**config.mk**
```make
export PLATFORM = sky130hd
export DESIGN_NAME = err_status_bank
export DESIGN_NICKNAME = d
export VERILOG_FILES = /design/src/rtl/err_pkg.sv /design/src/rtl/err_detect.sv /design/src/rtl/err_mask.sv /design/src/rtl/err_sticky_bit.sv /design/src/rtl/err_status_bank.sv
export SDC_FILE = /design/constraint.sdc
export NUM_CORES = 1
export LEC_CHECK = 0
export CAP_MARGIN = 20
export CORE_UTILIZATION = 39
export CTS_BUF_LIST = sky130_fd_sc_hd__clkbuf_8
export CTS_CLUSTER_DIAMETER = 100
export DETAILED_ROUTE_END_ITERATION = 10
export PLACE_DENSITY = 0.95
export SETUP_SLACK_MARGIN = 0.5
export SLEW_MARGIN = 15
export SYNTH_ARGS = -nofsm -noshare
export SYNTH_HDL_FRONTEND = slang
export SYNTH_HIERARCHICAL = 1
export SYNTH_SLANG_ARGS = --single-unit
```
**constraint.sdc**
```tcl
create_clock -name clk -period 0.9 [get_ports clk]
set_input_delay 0.135 -clock clk [delete_from_list [all_inputs] [get_ports clk]]
set_output_delay 0.135 -clock clk [all_outputs]
set_load 0.02 [all_outputs]
```
**src/rtl/err_pkg.sv**
```systemverilog
package err_pkg;

    typedef enum logic {
        ST_CLEAR   = 1'b0,
        ST_LATCHED = 1'b1
    } bit_state_e;

    typedef logic [1:0] sleep_t;

    localparam sleep_t SLP_S0  = 2'd0;
    localparam sleep_t SLP_S1  = 2'd1;
    localparam sleep_t SLP_S3  = 2'd2;
    localparam sleep_t SLP_S45 = 2'd3;

    localparam logic ADDR_FAN  = 1'b0;
    localparam logic ADDR_HOST = 1'b1;

endpackage

```
**src/rtl/err_detect.sv**
```systemverilog
module err_detect #(
    parameter int NUM_FAN  = 4,
    parameter int NUM_ZONE = 4,
    parameter int NUM_VR   = 2,
    parameter int TW       = 8,
    localparam int NUM_EV  = NUM_FAN + NUM_ZONE + NUM_VR
) (
    input  logic [NUM_FAN*TW-1:0]  fan_val,
    input  logic [NUM_FAN*TW-1:0]  fan_lim,
    input  logic [NUM_ZONE*TW-1:0] zone_temp,
    input  logic [NUM_ZONE*TW-1:0] zone_lo,
    input  logic [NUM_ZONE*TW-1:0] zone_hi,
    input  logic [NUM_VR-1:0]      vr_hot,
    output logic [NUM_EV-1:0]      ev_raw
);

    // Fan events: unsigned strict greater-than against the limit.
    for (genvar f = 0; f < NUM_FAN; f++) begin : g_fan
        assign ev_raw[f] = fan_val[f*TW +: TW] > fan_lim[f*TW +: TW];
    end

    // Zone events: signed window compare.
    for (genvar z = 0; z < NUM_ZONE; z++) begin : g_zone
        logic signed [TW-1:0] t_s, lo_s, hi_s;
        assign t_s  = zone_temp[z*TW +: TW];
        assign lo_s = zone_lo[z*TW +: TW];
        assign hi_s = zone_hi[z*TW +: TW];
        assign ev_raw[NUM_FAN + z] = (t_s < lo_s) || (t_s > hi_s);
    end

    // Regulator overheat events pass straight through.
    for (genvar v = 0; v < NUM_VR; v++) begin : g_vr
        assign ev_raw[NUM_FAN + NUM_ZONE + v] = vr_hot[v];
    end

endmodule

```
**src/rtl/err_mask.sv**
```systemverilog
module err_mask
    import err_pkg::*;
#(
    parameter int NUM_FAN      = 4,
    parameter int NUM_ZONE     = 4,
    parameter int NUM_OPT_ZONE = 2,
    parameter int NUM_VR       = 2,
    localparam int NUM_EV      = NUM_FAN + NUM_ZONE + NUM_VR
) (
    input  sleep_t                  sleep_state,
    input  logic [NUM_FAN-1:0]      mask_fan,
    input  logic [NUM_OPT_ZONE-1:0] mask_zone,
    output logic [NUM_EV-1:0]       ev_blk
);

    logic in_s1_or_s3;
    logic in_deep;

    assign in_s1_or_s3 = (sleep_state == SLP_S1) || (sleep_state == SLP_S3);
    assign in_deep     = (sleep_state == SLP_S3) || (sleep_state == SLP_S45);

    for (genvar f = 0; f < NUM_FAN; f++) begin : g_fan
        assign ev_blk[f] = (sleep_state == SLP_S45) || (in_s1_or_s3 && mask_fan[f]);
    end

    for (genvar z = 0; z < NUM_ZONE; z++) begin : g_zone
        if (z < NUM_OPT_ZONE) begin : g_opt
            assign ev_blk[NUM_FAN + z] = in_deep && mask_zone[z];
        end else begin : g_never
            assign ev_blk[NUM_FAN + z] = 1'b0;
        end
    end

    for (genvar v = 0; v < NUM_VR; v++) begin : g_vr
        assign ev_blk[NUM_FAN + NUM_ZONE + v] = in_deep;
    end

endmodule

```
**src/rtl/err_sticky_bit.sv**
```systemverilog
module err_sticky_bit
    import err_pkg::*;
(
    input  logic clk,
    input  logic rst_n,
    input  logic cond,
    input  logic blocked,
    input  logic clr,
    output logic latched
);

    bit_state_e state_q, state_d;
    logic       capture;

    assign capture = cond && !blocked;

    always_comb begin
        state_d = state_q;
        unique case (state_q)
            ST_CLEAR: begin
                if (capture) state_d = ST_LATCHED;
            end
            ST_LATCHED: begin
                if (clr && !cond) state_d = ST_CLEAR;
            end
            default: state_d = ST_CLEAR;
        endcase
    end

    always_ff @(posedge clk or negedge rst_n) begin
        if (!rst_n) state_q <= ST_CLEAR;
        else        state_q <= state_d;
    end

    always_comb begin
        latched = (state_q == ST_LATCHED);
    end


    hold_latched_chk: assert property (@(posedge clk) disable iff (!rst_n)
        (state_q == ST_LATCHED && !clr) |=> (state_q == ST_LATCHED));


    release_chk: assert property (@(posedge clk) disable iff (!rst_n)
        (state_q == ST_LATCHED && clr && !cond) |=> (state_q == ST_CLEAR));


    refuse_release_chk: assert property (@(posedge clk) disable iff (!rst_n)
        (state_q == ST_LATCHED && clr && cond) |=> latched);


    set_wins_chk: assert property (@(posedge clk) disable iff (!rst_n)
        (cond && !blocked && clr) |=> latched);


    blocked_no_set_chk: assert property (@(posedge clk) disable iff (!rst_n)
        (state_q == ST_CLEAR && (blocked || !cond)) |=> !latched);

endmodule

```
**src/rtl/err_status_bank.sv**
```systemverilog
module err_status_bank
    import err_pkg::*;
#(
    parameter int NUM_FAN      = 4,
    parameter int NUM_ZONE     = 4,
    parameter int NUM_OPT_ZONE = 2,
    parameter int NUM_VR       = 2,
    parameter int TW           = 8,
    parameter int REG_W        = 8
) (
    input  logic                    clk,
    input  logic                    rst_n,
    input  logic [NUM_FAN*TW-1:0]   fan_val,
    input  logic [NUM_FAN*TW-1:0]   fan_lim,
    input  logic [NUM_ZONE*TW-1:0]  zone_temp,
    input  logic [NUM_ZONE*TW-1:0]  zone_lo,
    input  logic [NUM_ZONE*TW-1:0]  zone_hi,
    input  logic [NUM_VR-1:0]       vr_hot,
    input  logic [1:0]              sleep_state,
    input  logic [NUM_FAN-1:0]      mask_fan,
    input  logic [NUM_OPT_ZONE-1:0] mask_zone,
    input  logic                    reg_wr,
    input  logic                    reg_addr,
    input  logic [REG_W-1:0]        reg_wdata,
    output logic [REG_W-1:0]        reg_rdata,
    output logic                    host_err
);

    localparam int NUM_EV   = NUM_FAN + NUM_ZONE + NUM_VR;
    localparam int NUM_HOST = NUM_ZONE + NUM_VR;

    logic [NUM_EV-1:0] ev_raw;
    logic [NUM_EV-1:0] ev_blk;
    logic [NUM_EV-1:0] ev_clr;
    logic [NUM_EV-1:0] status;
    logic [REG_W-1:0]  fan_reg;
    logic [REG_W-1:0]  host_reg;

    err_detect #(
        .NUM_FAN (NUM_FAN),
        .NUM_ZONE(NUM_ZONE),
        .NUM_VR  (NUM_VR),
        .TW      (TW)
    ) u_detect (
        .fan_val  (fan_val),
        .fan_lim  (fan_lim),
        .zone_temp(zone_temp),
        .zone_lo  (zone_lo),
        .zone_hi  (zone_hi),
        .vr_hot   (vr_hot),
        .ev_raw   (ev_raw)
    );

    err_mask #(
        .NUM_FAN     (NUM_FAN),
        .NUM_ZONE    (NUM_ZONE),
        .NUM_OPT_ZONE(NUM_OPT_ZONE),
        .NUM_VR      (NUM_VR)
    ) u_mask (
        .sleep_state(sleep_state),
        .mask_fan   (mask_fan),
        .mask_zone  (mask_zone),
        .ev_blk     (ev_blk)
    );

    // Write-one-to-clear decode per event bit.
    for (genvar e = 0; e < NUM_EV; e++) begin : g_bit
        if (e < NUM_FAN) begin : g_fan_clr
            assign ev_clr[e] = reg_wr && (reg_addr == ADDR_FAN) && reg_wdata[e];
        end else begin : g_host_clr
            assign ev_clr[e] = reg_wr && (reg_addr == ADDR_HOST) && reg_wdata[e - NUM_FAN];
        end

        err_sticky_bit u_bit (
            .clk    (clk),
            .rst_n  (rst_n),
            .cond   (ev_raw[e]),
            .blocked(ev_blk[e]),
            .clr    (ev_clr[e]),
            .latched(status[e])
        );
    end

    // Register images with reserved bits at zero.
    always_comb begin
        fan_reg  = '0;
        host_reg = '0;
        fan_reg[NUM_FAN-1:0]   = status[NUM_FAN-1:0];
        host_reg[NUM_HOST-1:0] = status[NUM_EV-1:NUM_FAN];
    end

    assign reg_rdata = (reg_addr == ADDR_FAN) ? fan_reg : host_reg;
    assign host_err  = |status;


    summary_rise_chk: assert property (@(posedge clk) disable iff (!rst_n)
        $rose(host_err) |-> $past(|(ev_raw & ~ev_blk)));


    summary_fall_chk: assert property (@(posedge clk) disable iff (!rst_n)
        $fell(host_err) |-> $past(reg_wr));

endmodule

```
==> metrics.txt <==
number of global-route vias before repair=about 4.4k; most common flop cell mapped by yosys=dfrtp_1; Yosys reg bits=10; area grow syn2layout=112.1%; Cells after Synth=408; crit start category=input pin; worst setup path end=g_bit[5].u_bit/latched; GPL Wtd Cong=0.8504; Layout Nets=913; Yosys cell types=39; Critical Path End Type=register; fmax=0.5922 GHz; Die ar.=8350 um2; worst r2r src=g_bit[2].u_bit/latched; hpwl dp=9347 um; Worst Skew=0 ps; Flop pwr share=12.3%; die height=91.38 um; drt pass-1 iters=7; Power, Total=4.607 mW; period utilization=187.6%; CTS Root Cell=clkbuf_8; Clock Power Share=12.6%; EDFF count, synth=0; Hold-fix buffers, CTS=0; H-Tree Depth=1; initial antenna violation count=1; pwr/cell area=697.1 nW/um2; crit path DAT=around 1800 ps; RSZ-0062 raised after global routing=true; Peak VDD IR=0.0004779 V; status=finished with violations; commonest non-fill, non-tap cell in the layout=ha_4; Pint=2.836 mW; Worst Setup SP=zone_hi[9]; Crit Path Class=input pin to register; drt drc=0; Routed Antenna Nets=0; post-synthesis sequential area ratio=8.032%; Leakage=3.153 nW; internal reg-to-reg setup slack=-120 ps; # port buffers=186; asr flop ratio synth=100.0%; final count of pins violating max slew=0; WL final=14920 um; Worst EP required=1010 ps; clock-pin slew on the worst setup and hold paths=50 ps; Mapped Avg Cell Area=~7.6 um2; Placement Rows=32; final setup TNS=-6928 ps; clock buffer depth=2; Core Util, Final=between 80% and 90%; MaxCap Viol Count=0; Die Width=91.38 um; I/O Pins=191; violated checks=negative setup slack; placed cell count=715; hold slack=212.5 ps; worst-path fanout max=2; Sink Count=10; top post-synthesis cells by area=ha_1 38%, inv_1 14%, dfrtp_1 8.0%; commonest cells after routing, fill and taps aside=75 x ha_4, 62 x inv_2, 46 x buf_6; Synth top area share=37.75%; RR Endpoint=g_bit[2].u_bit/latched; Yosys top cell by area=ha_1; first-pass GRT wire length=~20000 um; endpoints failing hold=0; clock latency of the later-clocked register in the worst-skew pair=about 240 ps; max reg flops=10; setup ws final=-788.7 ps; Initial Util=between 40 and 50%; largest net degree at the start of global routing=11; Avg Vias per Cell=about 5.6; minimum clock period=around 1700 ps; clock tree from TritonCTS=yes; sw power=1.771 mW; GRT Util Overall=between 30% and 40%; Syn Std Cell Area=about 3100 um2; Switching Fraction=38.43%; layout cells sized above 1=61.16%; Comb pwr share=75.1%; number of CTS-inserted buffers=3; Routed WL per cell=between 20 and 25 um; Final setup viols=16; reg2reg path depth=3; Core ar.=around 7700 um2; Vias=4112; worst hold path class=input pin to async pin; Synth Warn #=6; Cell Count, Final, Fillers Out=around 740; GRT overflow=0; Initial DRC Count=190
per-layer routing:
| layer | vias up | share of wire [%] | GRT usage, % | wire length (um) |
|---|---|---|---|---|
| li1 | 1848 | - | - | - |
| met1 | 1892 | 31 | 27.12 | 4683 |
| met2 | 271 | 53 | 62.72 | 7975 |
| met3 | 99 | 7.9 | 7.035 | 1183 |
| met4 | 2 | 7.1 | 17.72 | 1060 |
| met5 | - | 0.087 | 0 | 13 |
layout make-up:
type                            instances  area [um2]
Timing Repair Buffer                  231        1966
Sequential cell                        10       250.2
Antenna cell                            1       2.502
Fill cell                             373        1119
Tap cell                              102       127.6
Clock buffer                            4       55.05
Multi-Input combinational cell        278        3654
Inverter                              113       554.3
cells by family after synthesis:
| family | synth area share (%) |
|---|---|
| compound gates | 20.16 |
| buf+inv | 15.90 |
| fa+ha+maj | 37.75 |
| flops | 8.032 |
| other cells | 0.2411 |
| mux | 2.369 |
| simple gates | 15.54 |
critical path: stages:
cell      delay [ps]
buf_6             90
inv_2             60
ha_4             200
buf_4            130
nor2b_1          140
o211ai_1         190
a21oi_1          120
a211o_1          300
nand2b_4         180
a22o_1           240
power groups by stage:
stage	registers [mW]	clock network (mW)	logic (mW)
floorplan	0.544	0	1.18
global placement	0.552	0	2.42
detailed placement	0.555	0	2.55
CTS	0.555	0.595	2.91
global route	0.570	0.620	3.65
finish	0.566	0.582	3.46
worst min-delay path by stage:
stage / startpoint / slack (ps) / cells past startpoint / endpoint
6_report: rst_n / 210 / 2 / g_bit[3].u_bit/latched
3_5_place_dp: rst_n / 450 / 2 / g_bit[3].u_bit/latched
5_1_grt: rst_n / 230 / 2 / g_bit[3].u_bit/latched
3_3_place_gp: rst_n / 450 / 2 / g_bit[3].u_bit/latched
4_1_cts: rst_n / 200 / 2 / g_bit[1].u_bit/latched
2_1_floorplan: rst_n / -160 / 0 / g_bit[0].u_bit/latched
per-stage QoR:
step                instance area, um2  worst slack (ps)
floorplan                         3521            -723.7
global placement                  5624             -1438
detailed placement                5624             -1479
CTS                               6319            -686.3
global route                      6606            -775.3
finish                            6609            -788.7
timing repair:
item	4_1_cts	5_1_grt
endpoints found under the hold margin	0	0
setup endpoints to repair	17	17
pin swaps	161	85
setup buffers	11	8
resized for setup	632	139
synth_stat cells (2+ instances only):
cell type    n
inv_1      113
dfrtp_1     10
o211ai_1     4
a2111oi_2    2
nand3_1      5
a22o_1      10
a211oi_1     6
nor4_1       2
conb_1       2
nand4_1     14
and3_1       8
o21ai_0      6
nor2b_1      7
a21oi_1     25
nor2_1      10
mux2_2       3
a221o_1      4
buf_4        8
a31oi_1      4
mux2_4       2
nand2b_1    17
or2_2        2
a211o_1      4
a2111oi_0    2
and2_4       2
ha_1        94
nand2_1      9
a21o_1      15
o22ai_1      3
and2_1       6
No activity file was read; power rests on OpenSTA's default activity.
